### config.mk
export PLATFORM = sky130hd
export DESIGN_NAME = irqx_expander
export DESIGN_NICKNAME = d
export VERILOG_FILES = /design/src/rtl/irqx_pkg.sv /design/src/rtl/irqx_rst_sync.sv /design/src/rtl/irqx_sync.sv /design/src/rtl/irqx_status.sv /design/src/rtl/irqx_mask.sv /design/src/rtl/irqx_regif.sv /design/src/rtl/irqx_expander.sv
export SDC_FILE = /design/constraint.sdc
export NUM_CORES = 1
export LEC_CHECK = 0
export BUFFER_PORTS_ARGS = -buffer_cell sky130_fd_sc_hd__buf_2
export CAP_MARGIN = 0
export CORE_MARGIN = 4
export CORE_UTILIZATION = 45
export DETAILED_ROUTE_END_ITERATION = 10
export MAX_ROUTING_LAYER = met4
export PLACE_DENSITY = 0.77
export REMOVE_ABC_BUFFERS = 1
export SLEW_MARGIN = 10
export SYNTH_ARGS = -nofsm -noshare
export SYNTH_HDL_FRONTEND = slang
export SYNTH_SLANG_ARGS = --single-unit
export TNS_END_PERCENT = 5
### constraint.sdc
create_clock -name clk_i -period 3.6 [get_ports clk_i]
set_input_delay 0 -clock clk_i [delete_from_list [all_inputs] [get_ports clk_i]]
set_output_delay 0 -clock clk_i [all_outputs]
set_load 0.1 [all_outputs]
### src/rtl/irqx_pkg.sv
package irqx_pkg;
  localparam int unsigned REG_ADDR_W = 2;

  typedef enum logic [REG_ADDR_W-1:0] {
    A_EN_SET = 2'd0,
    A_EN_CLR = 2'd1,
    A_STATUS = 2'd2,
    A_SPARE  = 2'd3
  } irqx_addr_e;
endpackage

### src/rtl/irqx_rst_sync.sv
module irqx_rst_sync #(
  parameter int unsigned STAGES = 2
) (
  input  logic clk_i,
  input  logic rst_ni,
  output logic rst_sync_no
);
  logic [STAGES-1:0] chain_q;

  always_ff @(posedge clk_i or negedge rst_ni) begin
    if (!rst_ni) chain_q <= '0;
    else         chain_q <= {chain_q[STAGES-2:0], 1'b1};
  end

  assign rst_sync_no = chain_q[STAGES-1];
endmodule

### src/rtl/irqx_sync.sv
module irqx_sync #(
  parameter int unsigned WIDTH  = 16,
  parameter int unsigned STAGES = 2
) (
  input  logic             clk_i,
  input  logic             rst_ni,
  input  logic [WIDTH-1:0] async_i,
  output logic [WIDTH-1:0] sync_o
);
  logic [STAGES-1:0][WIDTH-1:0] stage_q;

  always_ff @(posedge clk_i or negedge rst_ni) begin
    if (!rst_ni) begin
      stage_q <= '0;
    end else begin
      stage_q[0] <= async_i;
      for (int s = 1; s < STAGES; s++) stage_q[s] <= stage_q[s-1];
    end
  end

  assign sync_o = stage_q[STAGES-1];
endmodule

### src/rtl/irqx_status.sv
module irqx_status #(
  parameter int unsigned LINES = 16
) (
  input  logic             clk_i,
  input  logic             rst_ni,
  input  logic [LINES-1:0] level_i,
  input  logic             ack_en_i,
  input  logic [LINES-1:0] ack_bits_i,
  output logic [LINES-1:0] pend_o,
  output logic [LINES-1:0] rise_o
);
  logic [LINES-1:0] last_q;
  logic [LINES-1:0] pend_q, pend_d;
  logic [LINES-1:0] ack_mask;

  // Per-line edge detect and pending update; a new edge outranks an ack.
  for (genvar g = 0; g < LINES; g++) begin : g_line
    assign rise_o[g]   = level_i[g] & ~last_q[g];
    assign ack_mask[g] = ack_en_i & ack_bits_i[g];
    assign pend_d[g]   = rise_o[g] | (pend_q[g] & ~ack_mask[g]);
  end

  always_ff @(posedge clk_i or negedge rst_ni) begin
    if (!rst_ni) begin
      last_q <= '0;
      pend_q <= '0;
    end else begin
      last_q <= level_i;
      pend_q <= pend_d;
    end
  end

  assign pend_o = pend_q;
endmodule

### src/rtl/irqx_mask.sv
module irqx_mask #(
  parameter int unsigned LINES = 16
) (
  input  logic             clk_i,
  input  logic             rst_ni,
  input  logic             set_en_i,
  input  logic             clr_en_i,
  input  logic [LINES-1:0] bits_i,
  output logic [LINES-1:0] mask_o
);
  logic [LINES-1:0] mask_q, mask_d;
  logic             mask_ce;

  assign mask_ce = set_en_i | clr_en_i;

  always_comb begin
    mask_d = mask_q;
    if (set_en_i)      mask_d = mask_q | bits_i;
    else if (clr_en_i) mask_d = mask_q & ~bits_i;
  end

  always_ff @(posedge clk_i or negedge rst_ni) begin
    if (!rst_ni)      mask_q <= '0;
    else if (mask_ce) mask_q <= mask_d;
  end

  assign mask_o = mask_q;
endmodule

### src/rtl/irqx_regif.sv
module irqx_regif
  import irqx_pkg::*;
#(
  parameter int unsigned LINES = 16
) (
  input  logic                  clk_i,
  input  logic                  rst_ni,
  input  logic [REG_ADDR_W-1:0] addr_i,
  input  logic                  wr_en_i,
  input  logic                  rd_en_i,
  input  logic [LINES-1:0]      mask_i,
  input  logic [LINES-1:0]      pend_i,
  output logic                  set_en_o,
  output logic                  clr_en_o,
  output logic                  ack_en_o,
  output logic [LINES-1:0]      rd_data_o
);
  irqx_addr_e       sel;
  logic [LINES-1:0] rd_d, rd_q;

  assign sel      = irqx_addr_e'(addr_i);
  assign set_en_o = wr_en_i && (sel == A_EN_SET);
  assign clr_en_o = wr_en_i && (sel == A_EN_CLR);
  assign ack_en_o = wr_en_i && (sel == A_STATUS);

  always_comb begin
    unique case (sel)
      A_EN_SET, A_EN_CLR: rd_d = mask_i;
      A_STATUS:           rd_d = pend_i;
      default:            rd_d = '0;
    endcase
  end

  always_ff @(posedge clk_i or negedge rst_ni) begin
    if (!rst_ni)      rd_q <= '0;
    else if (rd_en_i) rd_q <= rd_d;
  end

  assign rd_data_o = rd_q;
endmodule

### src/rtl/irqx_expander.sv
module irqx_expander
  import irqx_pkg::*;
#(
  parameter int unsigned LINES       = 16,
  parameter int unsigned SYNC_STAGES = 2
) (
  input  logic                  clk_i,
  input  logic                  rst_ni,
  input  logic [REG_ADDR_W-1:0] addr_i,
  input  logic                  wr_en_i,
  input  logic [LINES-1:0]      wr_data_i,
  input  logic                  rd_en_i,
  output logic [LINES-1:0]      rd_data_o,
  input  logic [LINES-1:0]      src_i,
  output logic                  irq_o
);
  logic             rst_n;
  logic [LINES-1:0] src_sync;
  logic [LINES-1:0] pend_q;
  logic [LINES-1:0] rise;
  logic [LINES-1:0] mask_q;
  logic             set_en, clr_en, ack_en;
  logic             irq_q, irq_d;

  irqx_rst_sync #(.STAGES(2)) u_rst (
    .clk_i(clk_i), .rst_ni(rst_ni), .rst_sync_no(rst_n)
  );

  irqx_sync #(.WIDTH(LINES), .STAGES(SYNC_STAGES)) u_sync (
    .clk_i(clk_i), .rst_ni(rst_n), .async_i(src_i), .sync_o(src_sync)
  );

  irqx_status #(.LINES(LINES)) u_status (
    .clk_i(clk_i), .rst_ni(rst_n), .level_i(src_sync),
    .ack_en_i(ack_en), .ack_bits_i(wr_data_i),
    .pend_o(pend_q), .rise_o(rise)
  );

  irqx_mask #(.LINES(LINES)) u_mask (
    .clk_i(clk_i), .rst_ni(rst_n), .set_en_i(set_en), .clr_en_i(clr_en),
    .bits_i(wr_data_i), .mask_o(mask_q)
  );

  irqx_regif #(.LINES(LINES)) u_regif (
    .clk_i(clk_i), .rst_ni(rst_n), .addr_i(addr_i), .wr_en_i(wr_en_i),
    .rd_en_i(rd_en_i), .mask_i(mask_q), .pend_i(pend_q),
    .set_en_o(set_en), .clr_en_o(clr_en), .ack_en_o(ack_en),
    .rd_data_o(rd_data_o)
  );

  assign irq_d = |(pend_q & mask_q);

  always_ff @(posedge clk_i or negedge rst_n) begin
    if (!rst_n) irq_q <= 1'b0;
    else        irq_q <= irq_d;
  end

  assign irq_o = irq_q;
endmodule

## Word level (Yosys, flattened, before mapping)

Index checks and enable logic that the tools add are counted.
Widths: inputs -> output; s select.

| word-level totals | value |
|---|---|
| input port bits | 38 |
| output and inout port bits | 17 |
| register bits after elaboration | 99 |
| logic and storage cells | 122 |

| operators by class | value |
|---|---|
| reductions and logical operators | 8 |
| multiplexer cells | 3 |
| eq/ne operators | 2 |
| bitwise gates (word level) | 101 |

Operators by type and width:

| cell | count |
|---|---|
| $and 1x1->1 | 48 |
| $and 16x16->16 | 2 |
| $mux 16 | 2 |
| $not 1->1 | 32 |
| $pmux 16 s2 | 1 |
| $or 1x1->1 | 17 |
| $not 16->16 | 1 |
| $or 16x16->16 | 1 |
| $reduce_or 16->1 | 1 |
| $logic_and 1x1->1 | 3 |
| $eq 2x1->1 const B | 1 |
| $eq 2x2->1 const B | 1 |
| $logic_not 2->1 | 1 |
| $reduce_and 2->1 | 1 |
| $reduce_bool 2->1 | 1 |
| $reduce_or 2->1 | 1 |

## Depth between registers and ports, before layout

Gate-level depths: netlist of the first run.

| logic depth | value |
|---|---|
| depth after elaboration | 6 |
| mapped depth | 5 |
| gate-level depth less buffers | 3 |

## By module

From an unflattened synthesis of the first run, not the netlist that was laid out.

| unflattened totals | value |
|---|---|
| cell total of the unflattened synthesis | 286 |
| area, all modules | 3783.6 µm² |

Modules (own cells, without submodules):

| module | seq. area each (µm²) | instances | cells each | area each (µm²) |
|---|---|---|---|---|
| irqx_status | 800.8 | 1 | 82 | 1112.3 |
| irqx_sync | 800.8 | 1 | 48 | 920.9 |
| irqx_regif | 400.4 | 1 | 91 | 918.4 |
| irqx_mask | 400.4 | 1 | 52 | 651.9 |
| irqx_expander | 25.0 | 1 | 10 | 126.4 |
| irqx_rst_sync | 50.0 | 1 | 3 | 53.8 |

## Least setup slack after synthesis of the first run

Ideal clock, no wire load.

| path | value |
|---|---|
| path type | register to register |
| from | register, netlist name u_regif.rd_data_o[14] |
| to | register u_regif.rd_q[14], in the netlist u_regif.rd_data_o[14] |
| arrival time | 1.117 ns |
| data required time | 3.533 ns |
| clock period less this slack | 1.184 ns |
| stages on the path, launching flop included | 2 |
| path slack | 2.416 ns |
| cells stage by stage | dfrtp_1 > o21a_1 |

RTL lines:

| element | RTL line | RTL |
|---|---|---|
| end signal: assignment | irqx_regif.sv:36 | `else if (rd_en_i) rd_q <= rd_d;` |
| end: declaration | irqx_regif.sv:19 | `logic [LINES-1:0] rd_d, rd_q;` |

==> impl_metrics.json, run 1 <==
{
  "antenna_found_initial": 0,
  "place.gp.congestion": 0.736,
  "grt_pass1_wl_um": 10800,
  "placedCellCount": 411,
  "met2_usage_pct": 24.4,
  "ant_nets": 0,
  "setup_viol": 0,
  "grt.overflow.total": 0,
  "worstPathMaxFanout": 32,
  "gr-usage-met3_pct": 2.58,
  "rrSetupSlack_ns": 2.44,
  "rsz0062_at_grt": "false",
  "synth_edf_count": 0,
  "synth_area_sq_mm": 0.00346,
  "ir_worst_vdd_uv": 221,
  "vias": 2299,
  "status": "complete, no violations",
  "fin_area_sq_mm": 0.00438,
  "maxSlewViolCount": 0,
  "p_leak_nw": 2.08,
  "hpwl_um": 4140,
  "synth-xor-area-share_pct": 0,
  "clock_skew_ns": 0.00601,
  "gr-max-usage-layer": "met2",
  "yosysMostFrequentCell": "dfrtp_1",
  "nets": 395,
  "drtPass1Iterations": 4,
  "synth_area_leaders": "dfrtp_1, a22o_1, nand2_1",
  "period_minus_slack_ns": 1.32,
  "route.detailed.drc": 0,
  "layoutNonFillerInstCount": 461,
  "seq_area_sq_mm": 0.00248,
  "synth_top_area_share_pct": 71.6,
  "synth_top_family_by_area": "compound AO/OA/AOI/OAI gates",
  "synth-async-reset-ratio_pct": 100,
  "min_path_type": "input pin to flip-flop",
  "critPathMaxStageDelay_ns": 0.92,
  "initial_core_util_pct": 47.0,
  "synth.yosys.seq_area_share_pct": 71.6,
  "worst_setup_path_start_kind": "input pin",
  "layout-drive-gt1-share_pct": 20.4,
  "die-height_um": 95.7,
  "yosys-top-cells-count": "dfrtp_1, nand2_1, inv_1",
  "synth-compound-area-share_pct": 17.5,
  "grt_pass1_vias": 2317,
  "root_buffer": "clkbuf_8",
  "clkSlewWorstSetupHoldPaths_ns": 0.09,
  "synth.area.mux_share_pct": 0.867,
  "vias_per_cell": 4.99,
  "cts_buffers": 9,
  "max_freq_ghz": 0.758,
  "totalWireLength_um": 6470,
  "grtUsageTotal_pct": 16.0,
  "met1_usage_pct": 20.9,
  "hold_viol": 0,
  "end_kind": "flip-flop",
  "crit_type": "input pin to flip-flop",
  "period_share_pct": 36.7,
  "grt_max_degree": 44,
  "cp_cell_sequence": "buf_2 > nor2b_2 > nand2_1 > mux2i_1",
  "yosys.area_share.simple_pct": 4.77,
  "ys_ff_latch": 99,
  "clock_path_buffers": 2,
  "cts_sinks": 99,
  "tns_ns": 0,
  "power.density_mw_per_mm2": 567,
  "synth.distinct_cells": 19,
  "syn_avg_cell_area_sq_um": 12.8,
  "ys_warn_count": 0,
  "drtIter0Drc": 156,
  "rows": 31,
  "layout_setup_ws_ns": 2.28,
  "cts_tree": "yes",
  "syn_to_final_growth_pct": 26.5,
  "die-area_sq_mm": 0.00916,
  "h-tree-depth": 3,
  "clk_latency_ns": 0.35,
  "synth_ff_type": "dfrtp_1",
  "yosysTopAreaCell": "dfrtp_1",
  "dp_slack_ns": 1.94,
  "antenna_cells": 0,
  "core_area_sq_mm": 0.00737,
  "cap_violations": 0,
  "worstMarginPinSlew_ns": 1.09,
  "slew_headroom_pct": 26.7,
  "required_ns": 3.81,
  "synth_adder_area_share_pct": 0,
  "cp_slowest_cell": "nor2b_2",
  "syn_inst": 270,
  "routedWlPerCell_um": 14.0,
  "ios": 55,
  "die_w_um": 95.7,
  "nFillCells": 600,
  "arrival_ns": 1.53,
  "port_buffers": 54,
  "placed_area_sq_mm": 0.00381,
  "multi_input_area_sq_um": 807
}
-- cells in the final DEF, fill, tap and decap left out, drive strengths merged, types with 4 or more instances in the layout --
master       count
a21oi           17
a221oi           4
a22o            20
a31oi           13
buf             56
clkbuf          11
dfrtp           99
dlygate4sd3     34
inv             31
nand2           32
o21a            13
o221ai          13
-- timing repair --
action                                 4_1_cts  5_1_grt
buffers inserted                             0        0
resized for setup                            0        0
endpoints found under the hold margin       50        0
setup endpoints to repair                    0        0
hold buffers                                34        0
-- through the flow --
stage / total power [mW] / util, % / hold slack [ns]
6_report: 2.48 / 59.4 / 0.170
4_1_cts: 2.51 / 59.4 / 0.155
5_1_grt: 2.59 / 59.4 / 0.195
2_1_floorplan: 1.59 / - / -0.296
3_5_place_dp: 1.70 / 51.7 / -0.214
3_3_place_gp: 1.69 / 51.7 / -0.215
-- metal layers --
| layer | share of wire (%) | wire (um) | vias up |
|---|---|---|---|
| li1 | - | - | 1104 |
| met1 | 47 | 3010 | 1131 |
| met2 | 47 | 3060 | 53 |
| met3 | 4.2 | 273 | 11 |
| met4 | 1.8 | 119 | 0 |
| met5 | 0 | 0 | - |
-- where the power goes --
| part | internal, mW | leakage, nW | total, mW | switching, mW |
|---|---|---|---|---|
| Combinational | 0.129 | 0.856 | 0.430 | 0.302 |
| Clock | 0.426 | 0.119 | 0.774 | 0.349 |
| Sequential | 1.21 | 1.11 | 1.28 | 0.0660 |
-- layout make-up --
| type | count | area share, % |
|---|---|---|
| clock inverter | 5 | 1.71 |
| tap | 99 | 2.83 |
| clock buffer | 11 | 3.46 |
| sequential | 99 | 56.6 |
| inverter | 31 | 2.66 |
| multi-input combinational | 126 | 18.4 |
| timing repair buffer | 90 | 14.3 |
-- worst paths after layout --
path,cells past startpoint,endpoint,startpoint
worst max-delay path,4,flip-flop,addr_i[1]
worst min-delay path,2,u_regif.rd_data_o[11],rd_en_i
worst max register to register,3,irq_o,flip-flop
worst min register to register,0,u_status.pend_o[10],u_rst.chain_q[1]
max in group asynchronous,1,u_regif.rd_data_o[0],u_rst.chain_q[1]
min in group asynchronous,0,u_status.pend_o[10],u_rst.chain_q[1]
-- logic make-up after synthesis --
family / after synthesis
other cells: 1
buf+inv: 45
simple gates: 40
flops: 99
compound gates: 82
mux: 3
-- critical path, delay by kind of cell --
kind	cells	cell delay [ns]
and+or+nand+nor	2	1.09
buffers and inverters	1	0.28
muxes	1	0.16
(Power assumes the default switching activity.)
==> inputs of run 2 (changes only) <==
Settings changed: ABC_AREA set to 1.
Clock period 3.6 ns to 1.3 ns, I/O delays scaled along.
==> impl_metrics.json, run 2 <==
{
  "ios": 55,
  "cts_sinks": 99,
  "arrival_ns": 1.17,
  "core_area_sq_mm": 0.00741,
  "hold_viol": 0,
  "synth_area_sq_mm": 0.00351,
  "worstMarginPinSlew_ns": 0.599,
  "port_buffers": 54,
  "period_share_pct": 89.8,
  "worst_setup_path_start_kind": "flip-flop",
  "max_freq_ghz": 0.857,
  "worstPathMaxFanout": 2,
  "grt_pass1_vias": 2454,
  "yosysTopAreaCell": "dfrtp_1",
  "r2r-start": "u_status.pend_o[12]",
  "ir_worst_vdd_uv": 611,
  "layout_setup_ws_ns": 0.133,
  "setup_viol": 0,
  "cts_tree": "yes",
  "status": "complete, no violations",
  "grt_max_degree": 41,
  "die-area_sq_mm": 0.00929,
  "ys_warn_count": 0,
  "switchingPower_mw": 2.02,
  "synth_area_leaders": "dfrtp_1, nand2_1, o21ai_0",
  "min_path_type": "input pin to flip-flop",
  "power.density_mw_per_mm2": 1520,
  "routedWlPerCell_um": 12.6,
  "synth.distinct_cells": 18,
  "worstHoldStart": "wr_en_i",
  "final_cell_mix": "dfrtp_1, nand2_1, buf_2, inv_1, o21ai_0",
  "synth_top_area_share_pct": 70.5,
  "syn_to_final_growth_pct": 27.8,
  "antenna_found_initial": 0,
  "drtIter0Drc": 99,
  "vias_per_cell": 4.61,
  "synth_ff_type": "dfrtp_1",
  "hpwl_um": 4250,
  "root_buffer": "clkbuf_8",
  "cts_buffers": 9,
  "slew_headroom_pct": 60.1,
  "syn_inst": 325,
  "rrSetupSlack_ns": 0.37,
  "maxSlewViolCount": 0,
  "nets": 458,
  "die-height_um": 96.4,
  "finish.utilization_pct": 60.6,
  "mostFrequentLayoutCell": "dfrtp_1",
  "vias": 2416,
  "synth-async-reset-ratio_pct": 100,
  "required_ns": 1.30,
  "cp_slowest_cell": "buf_2",
  "cap_violations": 0,
  "route.detailed.drc": 0,
  "cts_resized": 0,
  "totalWireLength_um": 6580,
  "crit_cells": 1,
  "hold_buffers": 34,
  "postCtsSetupRepairBufs": 0,
  "synth.yosys.seq_area_share_pct": 70.5,
  "rsz0062_at_grt": "false",
  "layout-drive-gt1-share_pct": 21.2,
  "seqPwrFrac_pct": 51.5,
  "drtPass1Iterations": 4,
  "hold_path_depth": 4,
  "ys_ff_latch": 99,
  "period_minus_slack_ns": 1.17,
  "grtUsageTotal_pct": 16.3,
  "clock_skew_ns": 0.0104,
  "initial_core_util_pct": 47.4,
  "die_w_um": 96.4,
  "clk_latency_ns": 0.35,
  "yosys-top-cells-count": "dfrtp_1, nand2_1, inv_1",
  "dp_slack_ns": 0.369,
  "r2r_cells": 6,
  "critPathMaxStageDelay_ns": 0.44,
  "synth_edf_count": 0,
  "p_int_mw": 4.81,
  "critPathTopFamily": "buffers and inverters",
  "place.gp.congestion": 0.784,
  "rows": 31,
  "grt_pass1_wl_um": 11200,
  "path_buf_inv": 1,
  "p_sw_share_pct": 29.6,
  "combPwrFrac_pct": 17.3,
  "grt.overflow.total": 0,
  "crit_type": "flip-flop to output port",
  "ant_nets": 0,
  "clkSlewWorstSetupHoldPaths_ns": 0.09,
  "syn_avg_cell_area_sq_um": 10.8,
  "yosysMostFrequentCell": "dfrtp_1",
  "p_leak_nw": 2.18,
  "h-tree-depth": 3,
  "end_kind": "output port",
  "clock_path_buffers": 2,
  "p_clk_share_pct": 31.2,
  "antenna_cells": 0,
  "cp_cell_sequence": "buf_2",
  "r2r-end": "irq_o"
}
-- run 2: changes by cell type after synthesis, moves of 16 or more --
cell / before / now
nand2_1: 32 / 90
o21ai_0: 0 / 37
a22o_1: 20 / 0
a21oi_1: 17 / 0
nor2_1: 3 / 19
-- run 2: stage by stage --
step                instance area, sq um  setup TNS (ns)  total power [mW]  std cells  hold slack (ns)
detailed placement                  3920               0              4.69        474           -0.211
floorplan                           3470         -161.21              4.38        317           -0.296
global placement                    3920               0              4.65        474           -0.215
CTS                                 4490               0              6.90        524            0.141
finish                              4490               0              6.83        524            0.155
global route                        4490               0              7.17        524            0.174
-- run 2: worst max path at each step --
stage | slack [ns] | end | start
6_report | 0.13 | rd_data_o[9] | u_regif.rd_data_o[9]
5_1_grt | 0.09 | rd_data_o[0] | u_regif.rd_data_o[0]
4_1_cts | 0.12 | rd_data_o[9] | u_regif.rd_data_o[9]
3_5_place_dp | 0.37 | irq_o | u_status.pend_o[12]
3_3_place_gp | 0.38 | irq_o | u_status.pend_o[12]
2_1_floorplan | -1.66 | asynchronous set/reset pin | u_rst.chain_q[1]
-- run 2: layout make-up --
| type | count | area [sq um] |
|---|---|---|
| Fill cell | 603 | 2920 |
| Sequential cell | 99 | 2480 |
| Multi-Input combinational cell | 179 | 846 |
| Timing Repair Buffer | 92 | 666 |
| Inverter | 39 | 146 |
| Clock buffer | 10 | 138 |
| Tap cell | 99 | 124 |
| Clock inverter | 6 | 88.8 |
-- run 2: worst reg2reg max path: cells and delay by family, from the launching register on --
kind,cells,cell delay [ns]
flip-flops,1,0.40
AND/OR/NAND/NOR,5,0.37
buffers and inverters,1,0.05
-- run 2: cell families after synthesis --
kind of cell	share of synthesized area, %
and+or+nand+nor	13.2
DFF	70.5
buffers and inverters	5.41
AOI/OAI and AO/OA	10.8
other	0.107
-- run 2: power groups by stage --
stage	logic (mW)	registers, mW	clock network, mW
floorplan	0.328	4.05	0
global placement	1.09	3.56	0
detailed placement	1.11	3.58	0
CTS	1.19	3.51	2.20
global route	1.29	3.55	2.33
finish	1.18	3.51	2.13
-- run 2: metal layers --
layer	track usage, %	vias to the layer above	share of wire, %
li1	-	1215	-
met1	21.2	1125	46
met2	25.2	62	47
met3	3.36	14	5.3
met4	6.78	0	2.1
met5	-	-	0
